--- config.mk ---
export PLATFORM = sky130hd
export DESIGN_NAME = f2h_convert
export DESIGN_NICKNAME = d
export VERILOG_FILES = /design/src/rtl/f2h_pkg.sv /design/src/rtl/f2h_classify.sv /design/src/rtl/f2h_norm_round.sv /design/src/rtl/f2h_sub_shift.sv /design/src/rtl/f2h_place.sv /design/src/rtl/f2h_convert.sv
export SDC_FILE = /design/constraint.sdc
export NUM_CORES = 1
export LEC_CHECK = 0
export ABC_AREA = 1
export BUFFER_PORTS_ARGS = -buffer_cell sky130_fd_sc_hd__buf_4
export CELL_PAD_IN_SITES_DETAIL_PLACEMENT = 0
export CELL_PAD_IN_SITES_GLOBAL_PLACEMENT = 1
export CORE_MARGIN = 1.5
export CORE_UTILIZATION = 39
export CTS_CLUSTER_DIAMETER = 50
export DETAILED_ROUTE_END_ITERATION = 6
export PLACE_DENSITY_LB_ADDON = 0.1
export RECOVER_POWER = 100
export SLEW_MARGIN = 20
export SYNTH_ARGS = -nofsm -noshare
export SYNTH_HDL_FRONTEND = slang
export SYNTH_SLANG_ARGS = --single-unit
export TNS_END_PERCENT = 5
--- constraint.sdc ---
create_clock -name clk -period 3.9 [get_ports clk]
set_input_delay 0.39 -clock clk [delete_from_list [all_inputs] [get_ports clk]]
set_output_delay 0.39 -clock clk [all_outputs]
set_load 0.05 [all_outputs]
--- src/rtl/f2h_pkg.sv ---
// Package: f2h_pkg
// Shared format constants, field layout and input classes for the
// single-to-half packer. All thresholds derive from the format widths.
package f2h_pkg;

    localparam int SP_EXP_W = 8;
    localparam int SP_MAN_W = 23;
    localparam int SP_W     = 1 + SP_EXP_W + SP_MAN_W;

    localparam int HP_EXP_W = 5;
    localparam int HP_MAN_W = 10;
    localparam int HP_W     = 1 + HP_EXP_W + HP_MAN_W;
    localparam int HP_MAG_W = HP_W - 1;

    localparam int SP_BIAS    = (1 << (SP_EXP_W - 1)) - 1;
    localparam int HP_BIAS    = (1 << (HP_EXP_W - 1)) - 1;
    localparam int REBIAS     = SP_BIAS - HP_BIAS;
    localparam int HP_EXP_TOP = (1 << HP_EXP_W) - 1;
    localparam int OVF_EXP    = REBIAS + HP_EXP_TOP;
    localparam int DROP_W     = SP_MAN_W - HP_MAN_W;
    // shift that maps a single significand onto half-denormal units
    localparam int SUB_SH_BASE = SP_BIAS + SP_MAN_W - HP_BIAS - HP_MAN_W + 1;

    localparam logic [HP_MAG_W-1:0] HP_INF_MAG  = HP_MAG_W'(HP_EXP_TOP << HP_MAN_W);
    localparam logic [HP_MAG_W-1:0] HP_QNAN_MAG = HP_INF_MAG | HP_MAG_W'(1 << (HP_MAN_W - 1));
    localparam logic [HP_MAG_W-1:0] HP_MIN_NORM = HP_MAG_W'(1 << HP_MAN_W);

    typedef enum logic [2:0] {
        CLS_ZERO,
        CLS_SUB,
        CLS_NORM,
        CLS_OVF,
        CLS_INF,
        CLS_NAN
    } f2h_cls_e;

    typedef struct packed {
        logic                sign;
        logic [SP_EXP_W-1:0] exp;
        logic [SP_MAN_W-1:0] man;
    } sp_fields_t;

endpackage

--- src/rtl/f2h_classify.sv ---
// Module: f2h_classify
// Splits a single-precision pattern into sign, exponent and mantissa and
// sorts the magnitude into one conversion class.
// Assumes: combinational, exponent all-ones checked before saturation.
module f2h_classify
    import f2h_pkg::*;
(
    input  logic [SP_W-1:0] sp_bits,
    output sp_fields_t      fields,
    output f2h_cls_e        cls
);

    localparam logic [SP_EXP_W-1:0] EXP_ONES = '1;
    localparam logic [SP_EXP_W-1:0] EXP_REB  = SP_EXP_W'(REBIAS);
    localparam logic [SP_EXP_W-1:0] EXP_OVF  = SP_EXP_W'(OVF_EXP);

    // Purpose: unpack the fields and pick the class by exponent range.
    always_comb begin
        fields = sp_fields_t'(sp_bits);
        if (fields.exp == '0) begin
            cls = CLS_ZERO;
        end else if (fields.exp == EXP_ONES) begin
            cls = (fields.man == '0) ? CLS_INF : CLS_NAN;
        end else if (fields.exp >= EXP_OVF) begin
            cls = CLS_OVF;
        end else if (fields.exp > EXP_REB) begin
            cls = CLS_NORM;
        end else begin
            cls = CLS_SUB;
        end
    end

endmodule

--- src/rtl/f2h_norm_round.sv ---
// Module: f2h_norm_round
// Rebiases a normal-range exponent and rounds the kept mantissa by adding
// the first dropped bit (half an output ULP, ties away from zero).
// Assumes: exponent already in the normal half range; the caller saturates.
module f2h_norm_round
    import f2h_pkg::*;
(
    input  logic [SP_EXP_W-1:0] exp_in,
    input  logic [HP_MAN_W:0]   man_top,
    output logic [HP_MAG_W-1:0] mag,
    output logic                to_inf
);

    logic [HP_EXP_W-1:0] half_exp;
    logic [HP_MAG_W-1:0] sum;

    // Purpose: rebias, add the round bit and flag a result reaching infinity.
    always_comb begin
        half_exp = HP_EXP_W'(exp_in - SP_EXP_W'(REBIAS));
        sum      = {half_exp, man_top[HP_MAN_W:1]} + HP_MAG_W'(man_top[0]);
        to_inf   = (sum >= HP_INF_MAG);
        mag      = sum;
    end

endmodule

--- src/rtl/f2h_sub_shift.sv ---
// Module: f2h_sub_shift
// Shifts the full single significand into half-denormal units and rounds
// by adding the highest bit shifted out. A shift beyond the significand
// leaves zero.
// Assumes: exponent lies below the smallest normal half (1..REBIAS).
module f2h_sub_shift
    import f2h_pkg::*;
(
    input  logic [SP_EXP_W-1:0] exp_in,
    input  logic [SP_MAN_W-1:0] man_in,
    output logic [HP_MAG_W-1:0] mag
);

    localparam int EXT_W = SP_MAN_W + 2;

    logic [SP_EXP_W-1:0] sh;
    logic [EXT_W-1:0]    ext;
    logic [EXT_W-1:0]    shifted;

    // Purpose: one guard bit below the significand carries the round bit out.
    always_comb begin
        sh      = SP_EXP_W'(SUB_SH_BASE) - exp_in;
        ext     = {1'b1, man_in, 1'b0};
        shifted = ext >> sh;
        mag     = HP_MAG_W'(shifted >> 1) + HP_MAG_W'(shifted[0]);
    end

endmodule

--- src/rtl/f2h_place.sv ---
// Module: f2h_place
// Puts the signed half into the selected 16-bit lane of the output word,
// optionally through one register with synchronous active-low reset.
// Assumes: the output word holds exactly two half lanes.
module f2h_place
    import f2h_pkg::*;
#(
    parameter bit REG_OUT = 1'b1
)
(
    input  logic                clk,
    input  logic                rst_n,
    input  logic                sign,
    input  logic [HP_MAG_W-1:0] mag,
    input  logic                place_high,
    output logic [SP_W-1:0]     word_out
);

    logic [SP_W-1:0] word_d;

    // Purpose: steer the signed half into the low or high lane.
    always_comb begin
        word_d = '0;
        if (place_high) begin
            word_d[SP_W-1 -: HP_W] = {sign, mag};
        end else begin
            word_d[HP_W-1:0] = {sign, mag};
        end
    end

    generate
        if (REG_OUT) begin : g_reg
            logic [SP_W-1:0] word_q;

            // Purpose: hold the packed word for one clock, cleared by reset.
            always_ff @(posedge clk) begin
                if (!rst_n) begin
                    word_q <= '0;
                end else begin
                    word_q <= word_d;
                end
            end

            assign word_out = word_q;

            assert_high_lane_R8: assert property (@(posedge clk) disable iff (!rst_n)
                $past(place_high) |-> (word_out[HP_W-1:0] == '0));
            assert_low_lane_R8: assert property (@(posedge clk) disable iff (!rst_n)
                !$past(place_high) |-> (word_out[SP_W-1 -: HP_W] == '0));
        end else begin : g_comb
            assign word_out = word_d;

            assert_high_lane_R8: assert property (@(posedge clk) disable iff (!rst_n)
                place_high |-> (word_out[HP_W-1:0] == '0));
            assert_low_lane_R8: assert property (@(posedge clk) disable iff (!rst_n)
                !place_high |-> (word_out[SP_W-1 -: HP_W] == '0));
        end
    endgenerate

endmodule

--- src/rtl/f2h_convert.sv ---
// Module: f2h_convert (top)
// Converts a single-precision pattern to a half and packs it into one lane
// of a 32-bit word. Classifies the input, runs the normal and denormal
// rounding paths side by side, picks one magnitude and hands it to the lane
// placer.
// Assumes: REG_OUT selects one output register; otherwise combinational.
module f2h_convert
    import f2h_pkg::*;
#(
    parameter bit REG_OUT = 1'b1
)
(
    input  logic            clk,
    input  logic            rst_n,
    input  logic [SP_W-1:0] sp_bits,
    input  logic            place_high,
    output logic [SP_W-1:0] word_out
);

    sp_fields_t          fields;
    f2h_cls_e            cls;
    logic [HP_MAG_W-1:0] norm_mag;
    logic                norm_to_inf;
    logic [HP_MAG_W-1:0] sub_mag;
    logic [HP_MAG_W-1:0] half_mag;

    f2h_classify u_classify (
        .sp_bits (sp_bits),
        .fields  (fields),
        .cls     (cls)
    );

    f2h_norm_round u_norm_round (
        .exp_in  (fields.exp),
        .man_top (fields.man[SP_MAN_W-1 -: HP_MAN_W+1]),
        .mag     (norm_mag),
        .to_inf  (norm_to_inf)
    );

    f2h_sub_shift u_sub_shift (
        .exp_in (fields.exp),
        .man_in (fields.man),
        .mag    (sub_mag)
    );

    // Purpose: choose the half magnitude for the input's class.
    always_comb begin
        unique case (cls)
            CLS_ZERO: half_mag = '0;
            CLS_SUB:  half_mag = sub_mag;
            CLS_NORM: half_mag = norm_to_inf ? HP_INF_MAG : norm_mag;
            CLS_OVF:  half_mag = HP_INF_MAG;
            CLS_INF:  half_mag = HP_INF_MAG;
            CLS_NAN:  half_mag = HP_QNAN_MAG;
            default:  half_mag = '0;
        endcase
    end

    f2h_place #(.REG_OUT(REG_OUT)) u_place (
        .clk        (clk),
        .rst_n      (rst_n),
        .sign       (fields.sign),
        .mag        (half_mag),
        .place_high (place_high),
        .word_out   (word_out)
    );

    // Checks on the selected magnitude against the raw input port fields.
    logic [SP_EXP_W-1:0] chk_exp;
    logic                chk_man_nz;
    assign chk_exp    = sp_bits[SP_W-2 -: SP_EXP_W];
    assign chk_man_nz = |sp_bits[SP_MAN_W-1:0];

    assert_inf_R2: assert property (@(posedge clk) disable iff (!rst_n)
        ((chk_exp == '1) && !chk_man_nz) |-> (half_mag == HP_INF_MAG));
    assert_qnan_R3: assert property (@(posedge clk) disable iff (!rst_n)
        ((chk_exp == '1) && chk_man_nz) |-> (half_mag == HP_QNAN_MAG));
    assert_saturate_R5: assert property (@(posedge clk) disable iff (!rst_n)
        ((chk_exp >= SP_EXP_W'(OVF_EXP)) && (chk_exp != '1)) |-> (half_mag == HP_INF_MAG));
    assert_sub_bound_R6: assert property (@(posedge clk) disable iff (!rst_n)
        ((chk_exp != '0) && (chk_exp <= SP_EXP_W'(REBIAS))) |-> (half_mag <= HP_MIN_NORM));
    assert_zero_R7: assert property (@(posedge clk) disable iff (!rst_n)
        (chk_exp == '0) |-> (half_mag == '0));

endmodule

# [Word level (Yosys, flattened, before mapping)]
# Cells that the tools add are included.
[totals] register_bits=32 inputBits=35 out_inout_bits=32 word_cells=29
[classes] addsub=4 magnitude_cmp=3 eq_ne=6 shift=1 n_mux=7 bitwise=1 reduce_logical=5
[ops] operator="case mux 15 bit (4 select lines)" n=1
[ops] operator="adder 15 x 1 -> 15 bit" n=2
[ops] operator="right shift 25 x 8 -> 16 bit" n=1
[ops] operator="zero test 23 bit" n=1
[ops] operator="greater-or-equal comparator 15 bit (second input constant)" n=1
[ops] operator="two-way mux 15 bit" n=1
[ops] operator="two-way mux 3 bit" n=3
[ops] operator="== test 8 bit (second input constant)" n=1
[ops] operator="greater-or-equal comparator 8 bit (second input constant)" n=1
[ops] operator="> comparator 8 x 7 -> 1 bit (second input constant)" n=1
[ops] operator="zero test 8 bit" n=1
[ops] operator="subtractor 7 x 8 -> 8 bit (first input constant)" n=1
[ops] operator="== test 3 x 2 -> 1 bit (second input constant)" n=2
[ops] operator="== test 3 bit (second input constant)" n=2
[ops] operator="subtractor 5 bit (second input constant)" n=1
[ops] operator="OR reduction 2 bit" n=2
[ops] operator="== test 3 x 1 -> 1 bit (second input constant)" n=1
[ops] operator="two-way mux 2 bit" n=1
[ops] operator="AND reduction 2 bit" n=1
[ops] operator="two-way mux 1 bit" n=1
[ops] operator="inverter 1 bit" n=1

# [Longest topological paths before layout]
[logic_depth] word_depth=8 ltp_mapped=25 depth_no_buf=23

# [Cells and area by module]
# A second synthesis with hierarchy kept.
[unflattened] cells_unflattened=699 hier_area_um2=4038.9
[by_module_without_submodules] mod="f2h_sub_shift" n_inst=1 cells_each=388 area_each_um2=2031.9 seq_area_each_um2=0.0
[by_module_without_submodules] mod="f2h_place" n_inst=1 cells_each=85 area_each_um2=847.1 seq_area_each_um2=640.6
[by_module_without_submodules] mod="f2h_classify" n_inst=1 cells_each=84 area_each_um2=446.7 seq_area_each_um2=0.0
[by_module_without_submodules] mod="f2h_norm_round" n_inst=1 cells_each=72 area_each_um2=382.9 seq_area_each_um2=0.0
[by_module_without_submodules] mod="f2h_convert" n_inst=1 cells_each=70 area_each_um2=330.3 seq_area_each_um2=0.0

# [Least setup slack after synthesis]
# No wires, ideal clock.
[synth_path] path_kind="input-to-reg" from="input sp_bits[23]" to="register u_place.g_reg.word_q[14], in the netlist u_place.word_out[14]" setup_time_ns=0.132 arrival_time_ns=3.052 required_time_ns=3.768 setup_slack_ns=0.715 stages=19 path_buffers=3 path_cell_list="inv_2 > buf_2 > ha_1 > clkbuf_1 > inv_1 > buf_1 > o311ai_0 > nand3_1 > a32o_1 > inv_1 > ha_1 > ha_1 > nand3_2 > nor2_2 > nand2_2 > nor2_1 > nand3_1 > nand3_1 > a21oi_1"
[synth_between] elab_chain_len=8 elab_cells_between_ends=22 cone_classes="4 x add/sub; 3 x order compare; 6 x eq/ne; 1 x shift; 6 x mux; 2 x reduce/logical"
[synth_lines] item="from (decl)" line="f2h_convert.sv:15" rtl="input logic [SP_W-1:0] sp_bits,"
[synth_lines] item="branches (longest 7 deep; another with adder 15 x 1 -> 15 bit)"
[synth_lines] item="case mux 15 bit (4 select lines) (*)" line="f2h_convert.sv:48" rtl="unique case (cls)"
[synth_lines] item="to (signal assigned)" line="f2h_place.sv:40" rtl="word_q <= word_d;"
[synth_lines] item="to (decl)" line="f2h_place.sv:33" rtl="logic [SP_W-1:0] word_q;"
# Every way passes the cells marked *.
# A chain may end at the register's enable or synchronous reset.

# [Final worst setup path]
[layout_path] from="input sp_bits[23]" to="register u_place.g_reg.word_q[26], in the netlist u_place.word_out[26]"
# Same word-level chain as after synthesis.

==> metrics <==
result of the run=complete, no violations; WL final=11,700 um; Ports=67; Post-synth EDFFs=0; row cnt=34; CTS tree=yes; Sw Ratio=0.408; crit end category=flip-flop; Overflow after GRT=0; min-delay src=sp_bits[31]; Switch Pwr=0.439 mW; PortBufs=66; PD cells=269 nW/um2; Die Span Y=97.3 um; top cells by count, synth=nand2_1, nand3_1, nor2_1; NumNets Final=683; critical path launch point type=primary input; Hold Buf Count CTS=0; setup bufs post-CTS=0; Final Max Slew Viols=0; Syn Area/Cell=5.97 um2; critical path type=primary input to flip-flop; # resized after CTS=0; HP Class=primary input to flip-flop; First DRT Iteration DRCs=363; Max FO, Critical Path=16; final total power=1.07 mW; CTS H-tree lvls=2; vias in the first global route=3,802; distinct cell type count after synthesis=47; First-pass DRT Iterations=5; Area Overhead vs Synth=15.2%; yosys warns=0; final setup fails=0; remaining antenna violation count=0; Tmin final=3.41 ns; # clock sinks=32; Rel. slew slack=0.572; register area share after synthesis=0.185; Internal Power=0.636 mW; Detailed Place HPWL=9430 um; setup TNS=0 ns; Residual DRC=0; vias=3,991; Async S/R FF share, synth=0; Post-Syn Nets=624; fmax=293 MHz; die area=9470 um2; global-route wire length before repair=19,100 um; largest net degree at the start of global routing=30; predominant post-synthesis flop cell=dfxtp_1; Num CTS Buffers=5; combinational power share=0.434; Least-Margin Pin Slew=0.635 ns; Leakage Power=1.93 nW; top cells by area, synth=dfxtp_1, nand3_1, nand2_1; Initial Utilization=0.400; CTS Buffer Depth=2; hold path cells=3; Cells after Synth=581; post-synth top area cell=dfxtp_1; n_diodes=0; Worst-path clk slew=0.06 ns; Clk pwr share=0.244; RSZ-0062 raised after global routing=false; Hold Vio Cnt, Final=0; Global Route Usage Sum=0.251; count leader, synth=nand2_1; Seq pwr share=0.321; initial antenna violation count=0; Avg WL per Cell=15.6 um; core area=8680 um2; RD Place Congestion=0.920; Root Driver=clkbuf_8; max_cap viols=0; Worst Path Required=4.04 ns; Peak VDD IR=126 uV; Mapped Area=3470 um2; layout cell share with drive strength beyond 1=0.164; #FFs+latches synth=32; Vias/cell=5.34; CP arrival=3.55 ns; Die W=97.3 um; Synth top area share=0.185; Setup crit start=sp_bits[23]; period utilization=0.874; number of flip-flops in the largest register=32
==> cell usage in the layout (no fill, tap or decap), types with 13 or more instances in the layout <==
cell and count:
nand3_1 121, a21oi_1 30, buf_4 43, nand2_2 13
inv_1 52, dfxtp_1 32, clkbuf_1 32, nor2_1 61
o21ai_0 21, nand2_1 134
==> cell type report <==
type / instances / area, um2
Timing Repair Buffer: 76 / 450
Clock buffer: 7 / 96.3
Tap cell: 108 / 135
Multi-Input combinational cell: 463 / 2440
Fill cell: 955 / 4680
Inverter: 62 / 234
Sequential cell: 32 / 641
==> critical path: stages <==
cell and delay, ns:
buf_4 0.13, ha_1 0.25, nand3_1 0.14, o21bai_1 0.11
nand2_4 0.25, nand2_4 0.12, clkinv_2 0.14, nand2_1 0.08
o311ai_0 0.28, nand3_1 0.14, a32o_1 0.25, inv_1 0.05
ha_1 0.20, ha_1 0.19, nand3_1 0.15, nor2_1 0.16
nand2_2 0.10, nor2_1 0.15, nand2_1 0.07, nand3_1 0.11
a21oi_1 0.08
==> logic make-up after synthesis <==
logic type               share of synthesized area
flip-flops                                   0.185
XOR/XNOR                                    0.0274
AND/OR/NAND/NOR                              0.530
buffers and inverters                        0.108
AO/OA/AOI/OAI                                0.122
adder cells (fa/ha/maj)                     0.0289
==> power groups by stage <==
stage	logic, mW	registers (mW)	clock network (mW)
final	0.467	0.345	0.263
after global routing	0.518	0.347	0.287
after CTS	0.478	0.346	0.267
after detailed placement	0.476	0.353	0
after global placement	0.476	0.353	0
after floorplan	0.283	0.401	0
==> final timing paths <==
check | to | slack, ns
hold / removal | u_place.word_out[31] | 0.35
setup / recovery | u_place.word_out[26] | 0.49
==> through the flow <==
step / area (um2) / std cells / util / worst slack, ns / hold slack (ns)
floorplan: 3470 / 581 / - / 0.715 / 0.525
detailed placement: 4030 / 741 / 0.465 / 0.317 / 0.631
finish: 3990 / 748 / 0.460 / 0.490 / 0.353
global route: 3990 / 748 / 0.460 / 0.127 / 0.351
CTS: 4130 / 748 / 0.476 / 0.597 / 0.347
global placement: 4030 / 741 / 0.465 / 0.395 / 0.619
==> metal layers <==
layer | vias up | part of all wire | track usage | wire length, um
met5 | - | 0 | 0 | 0
met4 | 0 | 0.0018 | 0.0275 | 21
met3 | 2 | 0.053 | 0.0266 | 619
met2 | 110 | 0.45 | 0.413 | 5300
met1 | 1831 | 0.49 | 0.365 | 5750
li1 | 2048 | - | - | -
(Power assumes the default switching activity.)
